`config.mk`:
```
export PLATFORM = sky130hd
export DESIGN_NAME = split_dma_fifo
export DESIGN_NICKNAME = d
export VERILOG_FILES = /design/src/rtl/split_dma_fifo_pkg.sv /design/src/rtl/split_dma_fifo_cfg.sv /design/src/rtl/split_dma_fifo_chan.sv /design/src/rtl/split_dma_fifo.sv
export SDC_FILE = /design/constraint.sdc
export NUM_CORES = 1
export LEC_CHECK = 0
export BUFFER_PORTS_ARGS = -buffer_cell sky130_fd_sc_hd__buf_4
export CAP_MARGIN = 0
export CORE_MARGIN = 2
export CORE_UTILIZATION = 52
export CTS_CLUSTER_DIAMETER = 200
export DETAILED_ROUTE_END_ITERATION = 10
export GPL_TIMING_DRIVEN = 0
export PLACE_DENSITY_LB_ADDON = 0.25
export REMOVE_ABC_BUFFERS = 1
export SYNTH_ARGS = -nofsm -noshare
export SYNTH_HDL_FRONTEND = slang
export SYNTH_SLANG_ARGS = --single-unit
export TNS_END_PERCENT = 10
```
`constraint.sdc`:
```
create_clock -name clk -period 5.3 [get_ports clk]
set_input_delay 0.53 -clock clk [delete_from_list [all_inputs] [get_ports clk]]
set_output_delay 0.53 -clock clk [all_outputs]
set_load 0.01 [all_outputs]
```
`src/rtl/split_dma_fifo_pkg.sv`:
```
`timescale 1ns/1ps
package split_dma_fifo_pkg;

  typedef enum logic [1:0] {
    DIV_ALL_CH0 = 2'b00,
    DIV_HALF_A  = 2'b01,
    DIV_HALF_B  = 2'b10,
    DIV_ALL_CH1 = 2'b11
  } div_e;

  // threshold in words for a partition of sz words
  function automatic int unsigned thr_of(input int unsigned sz, input logic [1:0] code);
    case (code)
      2'b00:   return sz;
      2'b01:   return sz - sz / 4;
      2'b10:   return sz / 2;
      default: return sz / 4;
    endcase
  endfunction

  function automatic int unsigned part_size(input logic [1:0] div, input int ch,
                                            input int unsigned depth);
    case (div_e'(div))
      DIV_ALL_CH0: return (ch == 0) ? depth : 0;
      DIV_ALL_CH1: return (ch == 0) ? 0 : depth;
      default:     return depth / 2;
    endcase
  endfunction

endpackage

```
`src/rtl/split_dma_fifo_cfg.sv`:
```
`timescale 1ns/1ps
module split_dma_fifo_cfg (
  input  logic       clk,
  input  logic       rst_ni,
  input  logic       we,
  input  logic [7:0] wdata,
  input  logic [1:0] ch_en,
  input  logic       both_empty,
  output logic [7:0] cfg_eff,
  output logic       load,
  output logic       err
);
  logic       expl_q, expl_d;
  logic [7:0] cfg_q, cfg_d;
  logic       err_q, err_d;
  logic [7:0] derived;
  logic       take, refuse;

  always_comb begin
    case (ch_en)
      2'b01:   derived = 8'h04;
      2'b10:   derived = 8'h61;
      default: derived = 8'h2a;
    endcase
  end

  assign cfg_eff = expl_q ? cfg_q : derived;
  assign take    = we && (both_empty || (wdata[6:5] == cfg_eff[6:5]));
  assign refuse  = we && !take;
  assign load    = we && both_empty;

  always_comb begin
    expl_d = expl_q;
    cfg_d  = cfg_q;
    err_d  = err_q;
    if (take) begin
      expl_d = 1'b1;
      cfg_d  = wdata;
    end
    if (load)        err_d = 1'b0;
    else if (refuse) err_d = 1'b1;
  end

  always_ff @(posedge clk or negedge rst_ni) begin
    if (!rst_ni) begin
      expl_q <= 1'b0;
      cfg_q  <= 8'h00;
      err_q  <= 1'b0;
    end else begin
      expl_q <= expl_d;
      cfg_q  <= cfg_d;
      err_q  <= err_d;
    end
  end

  assign err = err_q;

  p_refuse_r10: assert property (@(posedge clk) disable iff (!rst_ni)
    (we && !both_empty && (wdata[6:5] != cfg_eff[6:5])) |=> (err && $stable(cfg_eff)));
  p_take_r10: assert property (@(posedge clk) disable iff (!rst_ni)
    (we && both_empty) |=> ((cfg_eff == $past(wdata)) && !err));

endmodule

```
`src/rtl/split_dma_fifo_chan.sv`:
```
`timescale 1ns/1ps
module split_dma_fifo_chan #(
  parameter int DEPTH = 16,
  parameter int SECW  = 12,
  parameter int BPW   = 4,
  parameter int AW    = $clog2(DEPTH),
  parameter int LW    = $clog2(DEPTH) + 1
) (
  input  logic            clk,
  input  logic            rst_ni,
  input  logic            clr,
  input  logic [AW-1:0]   base,
  input  logic [LW-1:0]   size,
  input  logic [1:0]      thr_code,
  input  logic            rx_dir,
  input  logic            push,
  input  logic            pop,
  input  logic            irq,
  input  logic            rd_flush_en,
  input  logic            eos_flush_en,
  input  logic [SECW-1:0] sec_bytes,
  output logic            wr_en,
  output logic [AW-1:0]   wr_addr,
  output logic [AW-1:0]   rd_addr,
  output logic            full,
  output logic            empty,
  output logic [LW-1:0]   level,
  output logic            dreq
);
  import split_dma_fifo_pkg::*;

  logic [AW-1:0]   wr_off_q, wr_off_d, rd_off_q, rd_off_d;
  logic [LW-1:0]   lvl_q, lvl_d;
  logic            flush_q, flush_d;
  logic [SECW-1:0] bcnt_q, bcnt_d;
  logic [SECW:0]   bsum;
  logic            do_push, do_pop, sec_hit, trig, thr_met;
  logic [LW-1:0]   thr, space;

  function automatic logic [AW-1:0] step(input logic [AW-1:0] off, input logic [LW-1:0] sz);
    return ({1'b0, off} == sz - LW'(1)) ? '0 : off + AW'(1);
  endfunction

  assign empty   = (lvl_q == '0);
  assign full    = (lvl_q == size);
  assign do_push = push && !full;
  assign do_pop  = pop && !empty;
  assign bsum    = {1'b0, bcnt_q} + (SECW+1)'(BPW);
  assign sec_hit = do_push && (sec_bytes != '0) && (bsum >= {1'b0, sec_bytes});
  assign trig    = (irq && rd_flush_en && rx_dir) || (eos_flush_en && sec_hit);
  assign thr     = LW'(thr_of(32'(size), thr_code));
  assign space   = size - lvl_q;
  assign thr_met = rx_dir ? (lvl_q >= thr) : (space >= thr);
  assign dreq    = (size != '0) && ((flush_q && !empty) || thr_met);

  always_comb begin
    wr_off_d = wr_off_q;
    rd_off_d = rd_off_q;
    lvl_d    = lvl_q + LW'(do_push) - LW'(do_pop);
    bcnt_d   = bcnt_q;
    flush_d  = trig ? 1'b1 : (empty ? 1'b0 : flush_q);
    if (do_push) begin
      wr_off_d = step(wr_off_q, size);
      bcnt_d   = sec_hit ? '0 : bsum[SECW-1:0];
    end
    if (do_pop) rd_off_d = step(rd_off_q, size);
    if (clr) begin
      wr_off_d = '0;
      rd_off_d = '0;
      lvl_d    = '0;
      bcnt_d   = '0;
      flush_d  = 1'b0;
    end
  end

  always_ff @(posedge clk or negedge rst_ni) begin
    if (!rst_ni) begin
      wr_off_q <= '0;
      rd_off_q <= '0;
      lvl_q    <= '0;
      bcnt_q   <= '0;
      flush_q  <= 1'b0;
    end else begin
      wr_off_q <= wr_off_d;
      rd_off_q <= rd_off_d;
      lvl_q    <= lvl_d;
      bcnt_q   <= bcnt_d;
      flush_q  <= flush_d;
    end
  end

  assign wr_en   = do_push;
  assign wr_addr = base + wr_off_q;
  assign rd_addr = base + rd_off_q;
  assign level   = lvl_q;

  p_level_bound_r6: assert property (@(posedge clk) disable iff (!rst_ni)
    lvl_q <= size);
  p_full_hold_r6: assert property (@(posedge clk) disable iff (!rst_ni)
    (full && !pop && !clr) |=> $stable(lvl_q));
  p_empty_hold_r6: assert property (@(posedge clk) disable iff (!rst_ni)
    (empty && !push && !clr) |=> (lvl_q == '0));
  p_flush_end_r7: assert property (@(posedge clk) disable iff (!rst_ni)
    $fell(flush_q) |-> ($past(empty) || $past(clr)));

endmodule

```
`src/rtl/split_dma_fifo.sv`:
```
`timescale 1ns/1ps
module split_dma_fifo #(
  parameter int DEPTH = 16,
  parameter int W     = 32,
  parameter int SECW  = 12
) (
  input  logic                            clk,
  input  logic                            rst_n,
  input  logic                            cfg_we,
  input  logic [7:0]                      cfg_wdata,
  input  logic [1:0]                      ch_en,
  output logic [7:0]                      cfg_eff,
  output logic                            cfg_err,
  input  logic [1:0]                      rx_dir,
  input  logic [1:0]                      push,
  input  logic [2*W-1:0]                  push_data,
  input  logic [1:0]                      pop,
  output logic [2*W-1:0]                  pop_data,
  output logic [1:0]                      full,
  output logic [1:0]                      empty,
  output logic [2*($clog2(DEPTH)+1)-1:0]  level,
  output logic [1:0]                      dreq,
  input  logic [1:0]                      irq,
  input  logic [1:0]                      rd_flush_en,
  input  logic [1:0]                      eos_flush_en,
  input  logic [2*SECW-1:0]               sector_bytes
);
  import split_dma_fifo_pkg::*;

  localparam int AW  = $clog2(DEPTH);
  localparam int LW  = AW + 1;
  localparam int BPW = W / 8;
  localparam int NCH = 2;

  logic [1:0]    rst_sync_q;
  logic          rst_ni;
  logic          load;
  logic [W-1:0]  mem [DEPTH];
  logic          wr_en   [NCH];
  logic [AW-1:0] wr_addr [NCH];
  logic [AW-1:0] rd_addr [NCH];

  // asynchronous assertion, synchronous release
  always_ff @(posedge clk or negedge rst_n) begin
    if (!rst_n) rst_sync_q <= 2'b00;
    else        rst_sync_q <= {rst_sync_q[0], 1'b1};
  end
  assign rst_ni = rst_sync_q[1];

  split_dma_fifo_cfg u_cfg (
    .clk        (clk),
    .rst_ni     (rst_ni),
    .we         (cfg_we),
    .wdata      (cfg_wdata),
    .ch_en      (ch_en),
    .both_empty (&empty),
    .cfg_eff    (cfg_eff),
    .load       (load),
    .err        (cfg_err)
  );

  for (genvar c = 0; c < NCH; c++) begin : g_ch
    logic [LW-1:0] psize;
    logic [AW-1:0] pbase;
    assign psize = LW'(part_size(cfg_eff[6:5], c, DEPTH));
    assign pbase = (c == 0 || cfg_eff[6:5] == DIV_ALL_CH1) ? '0 : AW'(DEPTH / 2);

    split_dma_fifo_chan #(.DEPTH(DEPTH), .SECW(SECW), .BPW(BPW), .AW(AW), .LW(LW)) u_chan (
      .clk          (clk),
      .rst_ni       (rst_ni),
      .clr          (load),
      .base         (pbase),
      .size         (psize),
      .thr_code     ((c == 0) ? cfg_eff[3:2] : cfg_eff[1:0]),
      .rx_dir       (rx_dir[c]),
      .push         (push[c]),
      .pop          (pop[c]),
      .irq          (irq[c]),
      .rd_flush_en  (rd_flush_en[c]),
      .eos_flush_en (eos_flush_en[c]),
      .sec_bytes    (sector_bytes[c*SECW +: SECW]),
      .wr_en        (wr_en[c]),
      .wr_addr      (wr_addr[c]),
      .rd_addr      (rd_addr[c]),
      .full         (full[c]),
      .empty        (empty[c]),
      .level        (level[c*LW +: LW]),
      .dreq         (dreq[c])
    );

    assign pop_data[c*W +: W] = mem[rd_addr[c]];
  end

  always_ff @(posedge clk) begin
    for (int c = 0; c < NCH; c++) begin
      if (wr_en[c]) mem[wr_addr[c]] <= push_data[c*W +: W];
    end
  end

  p_zero_ch0_r4: assert property (@(posedge clk) disable iff (!rst_ni)
    (cfg_eff[6:5] == 2'b11) |-> (!dreq[0] && full[0] && empty[0]));
  p_zero_ch1_r4: assert property (@(posedge clk) disable iff (!rst_ni)
    (cfg_eff[6:5] == 2'b00) |-> (!dreq[1] && full[1] && empty[1]));
  p_no_collide_r5: assert property (@(posedge clk) disable iff (!rst_ni)
    (wr_en[0] && wr_en[1]) |-> (wr_addr[0] != wr_addr[1]));

endmodule

```
==> qor.yml <==
finish:
  stdcell_count: 3662
  area_growth_pct: 13.9
  final_common_cell: "mux2_2"
  multi_input_area_mm2: 0.0173
  n_fill_cell: 5134
  fin_area_mm2: 0.0406
  final_cell_mix: "mux2_2 (653), edfxtp_1 (512), buf_4 (201)"
  nets: 2926
  drive_gt1_share_pct: 42.8
  seqCellArea_mm2: 0.0169
drt:
  drt-total-wl_um: 106000
  vias_per_cell: 6.72
  ant_nets: 0
  drtIter0Drc: 2803
  via_count: 24593
  first_pass_iters: 6
  wire_per_inst_um: 28.9
  drc_errors: 0
floorplanning:
  io_pins: 202
  dieArea_mm2: 0.0706
  die_x_um: 266
  rows: 95
  initial_core_util_pct: 52.7
  die_h_um: 266
  core-area_mm2: 0.0675
critical_path:
  rr_startpoint: "u_cfg.expl_q"
  arrival_ps: 5460
  end_kind: "flop"
  worstSetupPathType: "reg -> reg"
  cp.required_ps: 5640
  ff2ff_setup_slack_ps: 180
  worst-path-max-fanout: 18
  cp-startpoint: "u_cfg.expl_q"
  critPathLaunchType: "flop"
placed_design:
  dpl.cell_count: 3545
  dp_hpwl_um: 67800
  port_buffers: 201
  gp_congestion: 0.806
  place_worst_setup_slack_ps: -348
  dpl_cell_area_mm2: 0.0386
sta:
  tns_ps: 0
  finalHoldViolations: 0
  finalSetupViolCount: 0
  fmax_ghz: 0.195
  rsz0062_at_grt: "false"
  finalMaxSlewViolations: 0
  max_slew_margin_pct: 0.584
  tightest_slew_ps: 1490
  fin_crit_sh_pct: 96.5
  setup_slack_ps: 183
  fin_skew_ps: 24.3
  whs_ps: 118
  period_needed_ps: 5120
power:
  pwr_density_cell_mw_per_mm2: 597
  leakagePower_nw: 14.4
  ir_worst_vdd_mv: 0.450
logic_synthesis:
  yosysUniqueCellTypes: 64
  yosys_warnings: 0
  synth-async-reset-ratio_pct: 10.5
  synth-edff-count: 512
  ys_seq_area_share_pct: 47.4
  ys.flop_type: "edfxtp_1"
  synth_seq_cells: 572
  synth.avg_cell_area_um2: 13.5
  synth_area_mm2: 0.0356
  synthCells: 2642
grt:
  grt_pass1_wl_um: 158000
  gr-usage-all-layers_pct: 29.7
  first_global_vias: 25551
  overflow: 0
  antenna_found_initial: 7
  grt_max_degree: 65
cts:
  cts_setup_buffers: 0
  numCtsBuffers: 60
  clock_sinks: 572
  ctsLongestPathBuffers: 3
  clockRootBuffer: "clkbuf_16"
  h-tree-depth: 2
  cts_tree: "yes"
  clk_pin_slew_ps: 60
  insertion_delay_ps: 660
min_path:
  min_from: "cfg_wdata[7]"
  min_path_type: "in -> reg"
outcome:
  violations: "capacitance limit"
  outcome: "finished, violations left"
job:
  maxCapViolCount: 1
worst paths after layout:
kind                                                   end  depth (start not counted)
worst min-delay path                        u_cfg.cfg_q[7]                          2
worst min register to register     g_ch[0].u_chan.level[3]                          0
min in group asynchronous                    rst_sync_q[1]                          2
worst max register to register                  mem[11][9]                          9
max in group asynchronous       g_ch[1].u_chan.rd_off_q[2]                          1
worst max-delay path                            mem[11][9]                          9
cell families after synthesis:
family                   Yosys count  synth area share [%]
flip-flops                       572                  47.4
multiplexers                     910                  32.5
other                              1                0.0105
buffers and inverters            299                  4.14
adder cells (fa/ha/maj)           74                  2.64
AND/OR/NAND/NOR                  332                  4.71
AO/OA/AOI/OAI                    398                  7.15
XOR/XNOR                          56                  1.47
cell usage after synthesis, types with 20 or more instances:
library cell / count / area share [%]
xor2_1: 33 / 0.81
mux4_2: 128 / 8.1
ha_1: 72 / 2.5
mux2_2: 653 / 21
inv_1: 58 / 0.61
clkbuf_1: 131 / 1.4
a22oi_1: 64 / 1.3
edfxtp_1: 512 / 43
a21oi_1: 65 / 0.91
mux2i_1: 101 / 2.8
xnor2_1: 20 / 0.49
a221oi_1: 34 / 0.84
buf_2: 36 / 0.51
buf_6: 26 / 0.82
nand2_1: 115 / 1.2
o21ai_0: 110 / 1.5
dfrtp_1: 60 / 4.2
o22ai_1: 64 / 1.1
mux2_1: 28 / 0.89
nor2_1: 97 / 1.0
buf_4: 30 / 0.63
report_power, final:
part	leakage, nW	total, W	internal [W]	switching, W
registers	5.37	0.00697	0.00612	0.000853
logic	8.18	0.0132	0.00591	0.00726
clock network	0.898	0.00408	0.00228	0.00180
area by class of cell:
cell class / instances / share of cell area [%]
flip-flops and latches: 572 / 41.7
repair buffers: 274 / 7.73
clock inverters: 30 / 0.663
inverters: 59 / 0.546
multi-input cells: 1772 / 42.8
well taps: 873 / 2.69
diodes: 5 / 0.0309
clock buffers: 77 / 3.88
worst max-delay path, stage by stage (launching register included):
cell and delay [ps]:
dfrtp_1 580, mux2i_1 430, ha_1 530, ha_1 410
nand3b_1 140, o21a_2 450, nand2_4 250, nor3_4 890
a21o_2 820, buf_16 250
per-layer routing:
| layer | track usage (%) | wire length, um | vias to the layer above | part of all wire [%] |
|---|---|---|---|---|
| met3 | 4.67 | 9700 | 270 | 9.2 |
| met1 | 40.1 | 41600 | 12550 | 39 |
| met5 | 0 | 22 | - | 0.021 |
| met2 | 48.4 | 50500 | 1294 | 48 |
| met4 | 11.8 | 3860 | 4 | 3.7 |
| li1 | - | - | 10475 | - |
registers in the layout, indices dropped and copies added (netlist names):
register,flops
g_ch.u_chan.bcnt_q,20
u_cfg.err,1
g_ch.u_chan.wr_off_q,8
rst_sync_q,2
u_cfg.cfg_q,8
g_ch.u_chan.flush_q,2
u_cfg.expl_q,1
g_ch.u_chan.level,10
mem,512
g_ch.u_chan.rd_off_q,8
repair_timing:
item / in CTS / in global routing
setup endpoints to repair: 33 / 65
hold buffers: 1 / 0
cloned: 1 / 0
resized for setup: 1 / 2
endpoints found under the hold margin: 2 / 0
pin swaps: 2 / 0
stage by stage:
stage	power [W]	util (%)
after floorplan	0.0151	-
after global placement	0.0189	54.7
after detailed placement	0.0200	57.2
after CTS	0.0241	59.9
after global routing	0.0253	60.1
final	0.0242	60.1
Note: power is estimated with default switching activity, not from simulation.
